`src/rtl/hazard_pkg.sv`:
```
// Shared definitions for the register hazard tracker.
// Assumes: consumers import the package; values only order stall causes.
package hazard_pkg;
    typedef enum logic [2:0] {
        HZ_IDLE    = 3'd0,
        HZ_GO      = 3'd1,
        HZ_FLUSH   = 3'd2,
        HZ_TAGFULL = 3'd3,
        HZ_UNIT    = 3'd4,
        HZ_RAW     = 3'd5
    } hz_cause_e;
endpackage

```
`src/rtl/hazard_tag_table.sv`:
```
// Tag table: one entry per tag holding an outstanding bit and the register
// that instruction will write. Allocation follows a rotating pointer.
// Assumes: alloc is only raised when next_free is 1; a writeback retires
// its tag in the same cycle as far as busy_eff is concerned.
module hazard_tag_table #(
    parameter int TAG_W    = 2,
    parameter int REG_W    = 6,
    localparam int NUM_TAGS = 1 << TAG_W
) (
    input  logic                      clk,
    input  logic                      rst_n,
    input  logic                      flush,
    input  logic                      alloc,
    input  logic                      alloc_dst_vld,
    input  logic [REG_W-1:0]          alloc_dst,
    input  logic                      wb_vld,
    input  logic [TAG_W-1:0]          wb_tag,
    output logic [TAG_W-1:0]          next_tag,
    output logic                      next_free,
    output logic [NUM_TAGS-1:0]       busy_eff,
    output logic [NUM_TAGS-1:0]       dst_vld,
    output logic [NUM_TAGS*REG_W-1:0] dst_flat
);
    logic [TAG_W-1:0]    ptr_q;
    logic [NUM_TAGS-1:0] busy_q;
    logic [NUM_TAGS-1:0] dvld_q;
    logic [REG_W-1:0]    dst_q [NUM_TAGS];
    logic [NUM_TAGS-1:0] retire;

    for (genvar t = 0; t < NUM_TAGS; t++) begin : g_ent
        assign retire[t] = wb_vld && (wb_tag == TAG_W'(t));
        assign dst_flat[t*REG_W +: REG_W] = dst_q[t];
    end

    assign busy_eff  = busy_q & ~retire;
    assign dst_vld   = dvld_q;
    assign next_tag  = ptr_q;
    assign next_free = !busy_eff[ptr_q];

    // Rotating allocation pointer.
    always_ff @(posedge clk) begin
        if (!rst_n || flush) ptr_q <= '0;
        else if (alloc)      ptr_q <= ptr_q + 1'b1;
    end

    // Entry update: allocation wins over a retire of the same tag.
    always_ff @(posedge clk) begin
        for (int t = 0; t < NUM_TAGS; t++) begin
            if (!rst_n || flush) begin
                busy_q[t] <= 1'b0;
                dvld_q[t] <= 1'b0;
                dst_q[t]  <= '0;
            end else if (alloc && ptr_q == TAG_W'(t)) begin
                busy_q[t] <= 1'b1;
                dvld_q[t] <= alloc_dst_vld;
                dst_q[t]  <= alloc_dst;
            end else if (retire[t]) begin
                busy_q[t] <= 1'b0;
            end
        end
    end

    p_flush_empty_r9: assert property (@(posedge clk) disable iff (!rst_n)
        flush |=> (busy_q == '0));
    p_alloc_marks_r1: assert property (@(posedge clk) disable iff (!rst_n)
        (alloc && !flush) |=> busy_q[$past(ptr_q)]);
    p_ptr_hold_r1: assert property (@(posedge clk) disable iff (!rst_n)
        (!alloc && !flush) |=> $stable(ptr_q));
    p_alloc_free_r8: assert property (@(posedge clk) disable iff (!rst_n)
        alloc |-> !busy_eff[ptr_q]);
endmodule

```
`src/rtl/hazard_raw_check.sv`:
```
// Read-after-write check: compares every valid source against the
// destination of every outstanding tag that writes a register.
// Assumes: busy_eff already excludes tags retiring this cycle.
module hazard_raw_check #(
    parameter int NUM_SRC  = 3,
    parameter int NUM_TAGS = 4,
    parameter int REG_W    = 6
) (
    input  logic [NUM_SRC-1:0]        src_vld,
    input  logic [NUM_SRC*REG_W-1:0]  src_flat,
    input  logic [NUM_TAGS-1:0]       busy_eff,
    input  logic [NUM_TAGS-1:0]       dst_vld,
    input  logic [NUM_TAGS*REG_W-1:0] dst_flat,
    output logic                      raw_hit
);
    logic [NUM_SRC*NUM_TAGS-1:0] match;

    for (genvar s = 0; s < NUM_SRC; s++) begin : g_src
        for (genvar t = 0; t < NUM_TAGS; t++) begin : g_tag
            assign match[s*NUM_TAGS + t] = src_vld[s] && busy_eff[t] && dst_vld[t]
                && (src_flat[s*REG_W +: REG_W] == dst_flat[t*REG_W +: REG_W]);
        end
    end

    assign raw_hit = |match;

    // with no valid source there can be no hit.
    always_comb begin
        if (src_vld == '0) p_nosrc_quiet_r5: assert (!raw_hit);
    end
endmodule

```
`src/rtl/hazard_unit_gate.sv`:
```
// Unit gate: remembers the unit of the most recent accepted instruction
// and flags a request for another unit while work is still in flight.
// Assumes: any_inflight excludes tags retiring this cycle.
module hazard_unit_gate #(
    parameter int UNIT_W = 2
) (
    input  logic              clk,
    input  logic              rst_n,
    input  logic              accept,
    input  logic [UNIT_W-1:0] iss_unit,
    input  logic              unit_busy,
    input  logic              any_inflight,
    output logic              conflict,
    output logic [UNIT_W-1:0] active_unit
);
    logic [UNIT_W-1:0] unit_q;

    assign active_unit = unit_q;
    assign conflict    = (iss_unit != unit_q) && (unit_busy || any_inflight);

    // Track the unit that owns the in-flight work.
    always_ff @(posedge clk) begin
        if (!rst_n)      unit_q <= '0;
        else if (accept) unit_q <= iss_unit;
    end

    p_switch_idle_r7: assert property (@(posedge clk) disable iff (!rst_n)
        (accept && iss_unit != unit_q) |-> (!unit_busy && !any_inflight));
endmodule

```
`src/rtl/hazard_tracker.sv`:
```
// Issue-stage hazard tracker. Combines the tag table, the read-after-write
// check and the unit gate into one stall / accept decision and hands out
// the issue tag.
// Assumes: results reach the register file only by writeback (no bypass);
// the caller holds a stalled request stable or withdraws it.
module hazard_tracker
    import hazard_pkg::*;
#(
    parameter int NUM_REGS  = 64,
    parameter int NUM_SRC   = 3,
    parameter int TAG_W     = 2,
    parameter int NUM_UNITS = 4,
    localparam int REG_W    = $clog2(NUM_REGS),
    localparam int UNIT_W   = $clog2(NUM_UNITS),
    localparam int NUM_TAGS = 1 << TAG_W
) (
    input  logic                     clk,
    input  logic                     rst_n,
    input  logic                     flush,
    input  logic                     iss_valid,
    input  logic [NUM_SRC-1:0]       iss_src_vld,
    input  logic [NUM_SRC*REG_W-1:0] iss_src,
    input  logic                     iss_dst_vld,
    input  logic [REG_W-1:0]         iss_dst,
    input  logic [UNIT_W-1:0]        iss_unit,
    input  logic                     unit_busy,
    input  logic                     wb_valid,
    input  logic [TAG_W-1:0]         wb_tag,
    output logic                     stall,
    output logic [TAG_W-1:0]         iss_tag,
    output logic                     iss_accept
);
    logic [NUM_TAGS-1:0]       busy_eff;
    logic [NUM_TAGS-1:0]       dst_vld;
    logic [NUM_TAGS*REG_W-1:0] dst_flat;
    logic                      next_free;
    logic                      raw_hit;
    logic                      unit_conflict;
    logic [UNIT_W-1:0]         active_unit;
    hz_cause_e                 cause;

    hazard_tag_table #(.TAG_W(TAG_W), .REG_W(REG_W)) u_table (
        .clk(clk), .rst_n(rst_n), .flush(flush),
        .alloc(iss_accept), .alloc_dst_vld(iss_dst_vld), .alloc_dst(iss_dst),
        .wb_vld(wb_valid), .wb_tag(wb_tag),
        .next_tag(iss_tag), .next_free(next_free),
        .busy_eff(busy_eff), .dst_vld(dst_vld), .dst_flat(dst_flat)
    );

    hazard_raw_check #(.NUM_SRC(NUM_SRC), .NUM_TAGS(NUM_TAGS), .REG_W(REG_W)) u_raw (
        .src_vld(iss_src_vld), .src_flat(iss_src),
        .busy_eff(busy_eff), .dst_vld(dst_vld), .dst_flat(dst_flat),
        .raw_hit(raw_hit)
    );

    hazard_unit_gate #(.UNIT_W(UNIT_W)) u_gate (
        .clk(clk), .rst_n(rst_n), .accept(iss_accept), .iss_unit(iss_unit),
        .unit_busy(unit_busy), .any_inflight(|busy_eff),
        .conflict(unit_conflict), .active_unit(active_unit)
    );

    // Prioritised reason for holding the request, or permission to go.
    always_comb begin
        if (!iss_valid)         cause = HZ_IDLE;
        else if (flush)         cause = HZ_FLUSH;
        else if (!next_free)    cause = HZ_TAGFULL;
        else if (unit_conflict) cause = HZ_UNIT;
        else if (raw_hit)       cause = HZ_RAW;
        else                    cause = HZ_GO;
    end

    assign iss_accept = (cause == HZ_GO);
    assign stall      = (cause != HZ_GO) && (cause != HZ_IDLE);

    p_idle_quiet_r10: assert property (@(posedge clk) disable iff (!rst_n)
        !iss_valid |-> (!stall && !iss_accept));
    p_raw_block_r3: assert property (@(posedge clk) disable iff (!rst_n)
        iss_accept |-> !raw_hit);
    p_tag_step_r1: assert property (@(posedge clk) disable iff (!rst_n)
        (iss_accept && !flush) |=> (iss_tag == $past(iss_tag) + 1'b1));
    p_flush_block_r9: assert property (@(posedge clk) disable iff (!rst_n)
        flush |-> !iss_accept);
    p_unit_keep_r6: assert property (@(posedge clk) disable iff (!rst_n)
        (iss_accept && !flush) |=> (active_unit == $past(iss_unit)));
endmodule

```
`config.mk`:
```
export PLATFORM = sky130hd
export DESIGN_NAME = hazard_tracker
export DESIGN_NICKNAME = d
export VERILOG_FILES = /design/src/rtl/hazard_pkg.sv /design/src/rtl/hazard_tag_table.sv /design/src/rtl/hazard_raw_check.sv /design/src/rtl/hazard_unit_gate.sv /design/src/rtl/hazard_tracker.sv
export SDC_FILE = /design/constraint.sdc
export NUM_CORES = 1
export LEC_CHECK = 0
export BUFFER_PORTS_ARGS = -buffer_cell sky130_fd_sc_hd__buf_2
export CAP_MARGIN = 25
export CELL_PAD_IN_SITES_DETAIL_PLACEMENT = 1
export CELL_PAD_IN_SITES_GLOBAL_PLACEMENT = 1
export CORE_MARGIN = 2
export CORE_UTILIZATION = 40
export CTS_CLUSTER_SIZE = 30
export DETAILED_ROUTE_END_ITERATION = 7
export PLACE_DENSITY_LB_ADDON = 0.12
export SYNTH_ARGS = -nofsm -noshare
export SYNTH_HDL_FRONTEND = slang
export SYNTH_SLANG_ARGS = --single-unit
```
`constraint.sdc`:
```
create_clock -name clk -period 2.05 [get_ports clk]
set_input_delay 0.1025 -clock clk [delete_from_list [all_inputs] [get_ports clk]]
set_output_delay 0.1025 -clock clk [all_outputs]
set_load 0.1 [all_outputs]
```
==> results.md <==
* Status: finished with violations
* Failing checks: negative setup slack
* Total congestion overflow at 0
* Slew Limit Fails at 0
* Worst Tran Pin Value at 612 ps
* Root buf cell: clkbuf_8
* Highest clock rate at ~370 MHz
* Max rail drop VDD at 293 uV
* Yosys cell types at 36
* DR iter-0 viols at 136
* Worst min-delay path category: primary input to flip-flop
* P_sw at roughly 570 uW
* Top cell type's share of synthesized area at 27.4%
* Setup CP Type: flip-flop to output port
* Final min period at around 2700 ps
* PD cells at 521 nW/um^2
* Synth Register Bits at 36
* Num CTS Buffers at 5
* Yosys synthesis warning count at 0
* Area growth syn-to-layout at 41.0%
* Asr flop ratio synth at 0%
* GR Util All Layers at a little over a quarter
* Initial antenna violation count at 0
* Switch share at just under 30%
* Initial Utilization at 41.4%
* DR top layer: met4
* Largest net degree at the start of global routing at 13
* Routed len/inst at ~22 um
* Max H-tree Level at 2
* Synth area leaders: edfxtp_1 (27%), xor2_1 (17%), dfxtp_1 (9.1%)
* Met2 wire length at 4600 um
* CTS sink cnt at 36
* CTS tree: done
* IO Pins at 42
* Via count at 2,278
* Post-synth EDFFs at 24
* Worst setup path startpoint: u_table.dst_q[3][0]
* Final period utilization at 131%
* Ys flop type: edfxtp_1
* Synthesized Nets at 300
* Drt drc at 0
* Critical Path Fanout Max at 3
* Sequential share of power at between 40% and 50%
* Hold path start: iss_unit[1]
* RD Place Congestion at roughly 0.85
* Clock Pin Slew Worst Setup and Hold Paths at ~80 ps
* Routed wl met3 at approximately 610 um
* Wl on met1 at roughly 4000 um
* HPWL Detailed at 6530 um
* Final setup violating endpoints at 62
* Nets at 385
* FF-to-FF Start: u_table.dst_q[3][0]
* RSZ-0062 raised after global routing: true
* WP data required at a little under 2000 ps
* TNS Setup at -31,950 ps
* Post-route ant nets at 0
* Number of port buffers at approximately 40
* Die ar. at 7230 sq um
* Largest area contributor in the netlist: edfxtp_1
* Clock latency on the worst-skew pair at approximately 290 ps
* Fillers at 721
* Number of global-route vias before repair at between 2,000 and 2,500
* PnR worst setup slack at -637 ps
* Layout cells sized above 1 at between 40 and 50%
* Worst Skew at around 9.5 ps
* Core area at between 6000 and 7000 sq um
* Hold buffers post-CTS at 0
* Die width at roughly 85 um
* Worst setup SP type: flip-flop
* Final hold vios at 0
* Internal at 1.36 mW
* Diode count at 0
* Maximum Capacitance Violations at 0
* Site Rows at 29
* Worst rel slew slack at 59.1%
* Syn Std Cell Area at approximately 2600 sq um
* Maximum buffer depth of the clock tree at 2
* Leakage power at between 1.5 and 2 nW
* CP Capture Type: output port
* Pre-CTS setup slack at -400 ps
* DR pass1 iterations at 4
* Combinational fraction of design power at a little under a quarter
* Die height at about 85 um
* Seq/Total Area, Yosys at a little over a third
* Critical Path AT at 2580 ps
* Total Routed Length at between 9000 and 10,000 um
* Clock power share at about a third
* Synth Area per Inst at a little over 10 sq um
* Mapped Cells at 258
* First-pass GRT wire length at between 10,000 and 15,000 um
* Post-DR vias/cell at ~5.4
[repair_timing]
action	CTS	global route
setup buffers	8	2
endpoints found under the setup margin	62	62
resized for setup	30	3
pin swaps	13	2
gates cloned	3	0
[sequential cells by signal, summed over array words and instances (netlist names)]
register            cells
u_table.next_tag        2
u_table.dst_q          24
u_table.busy_q          4
u_gate.active_unit      2
u_table.dst_vld         4
[worst paths after layout]
| check | endpoint | slack, ps | cells past startpoint |
|---|---|---|---|
| setup reg to reg | u_table.dst_q[0][2] | -590 | 8 |
| setup / recovery | iss_accept | -640 | 8 |
| hold reg to reg | u_gate.active_unit[0] | 480 | 2 |
| hold / removal | u_gate.active_unit[1] | 80 | 3 |
[metal layers]
layer | vias up | global-route usage (%)
met5 | - | 0
met4 | 0 | 8.80
met3 | 15 | 5.45
met2 | 68 | 45.5
met1 | 1121 | 36.1
li1 | 1074 | -
[final cells by class]
type / instances / area (sq um) / share of cell area [%]
Multi-Input combinational cell: 198 / 1770 / 47.7
Tap cell: 77 / 96.3 / 2.60
Clock inverter: 3 / 42.5 / 1.15
Timing Repair Buffer: 88 / 709 / 19.2
Sequential cell: 36 / 968 / 26.1
Clock buffer: 5 / 68.8 / 1.86
Inverter: 14 / 52.6 / 1.42
[synthesized netlist by cell type (6+ instances only)]
cell type	number
inv_1	12
nor4_1	8
nor3_1	16
nand3_1	10
dfxtp_1	12
buf_2	6
nor3_2	20
xor2_1	50
xnor2_1	24
nand2_1	23
edfxtp_1	24
mux2i_1	6
o22ai_1	6
[metrics by stage]
step	util (%)	power, mW	instance area [sq um]	hold slack, ps	instances
after floorplan	-	1.06	2690	245	258
after global placement	51.2	1.23	3250	369	400
after detailed placement	51.2	1.24	3250	383	400
after CTS	57.8	1.91	3670	70.3	419
after global routing	58.3	2.00	3700	92.3	421
final	58.3	1.93	3700	82.5	421
[cells by family (layout without fill, tap and decap cells)]
group | count (synthesis) | count (layout) | synth area share [%]
xor gates and xnor gates | 74 | 74 | 24.7
buffers and inverters | 24 | 110 | 4.29
DFF | 36 | 36 | 36.6
adders and majority gates | 4 | 4 | 1.91
muxes | 7 | 7 | 3.14
AOI/OAI and AO/OA | 19 | 19 | 5.76
and+or+nand+nor | 94 | 94 | 23.6
[power by group through the flow]
stage / Sequential, mW / Clock [mW] / Combinational, mW
floorplan: 0.843 / 0 / 0.219
global placement: 0.847 / 0 / 0.383
detailed placement: 0.848 / 0 / 0.388
CTS: 0.831 / 0.651 / 0.430
global route: 0.837 / 0.685 / 0.476
finish: 0.834 / 0.651 / 0.444
[layout by cell type (no fill, tap or decap), types with 2 or more instances in the layout]
cell       n
buf_16     3
buf_6      3
nand3_1    6
buf_12     6
xnor2_1   23
nor4_2     2
a22oi_1    3
ha_1       4
nor3_4     8
edfxtp_1  24
buf_4     37
nand3_2    4
nor4_1     6
dfxtp_1   10
buf_2     39
xor2_1    49
dfxtp_4    2
a21oi_1    3
nand2b_4   2
nand2_1   20
o21ai_4    2
nor3_2    17
nor3_1    11
clkbuf_8   5
o22ai_2    5
inv_2      2
nand4_1    4
nor2_4     2
nand2_4    3
o21ai_0    2
mux2i_1    6
inv_1     12
[worst max-delay path, cell delays in order, from the launching register on]
cell and delay [ps]:
edfxtp_1 490, xnor2_1 190, nand4_1 120, nor3_1 80, o41ai_2 400, or4b_4 550, buf_6 150, nor2_4 120
buf_12 180
(Power assumes the default switching activity.)
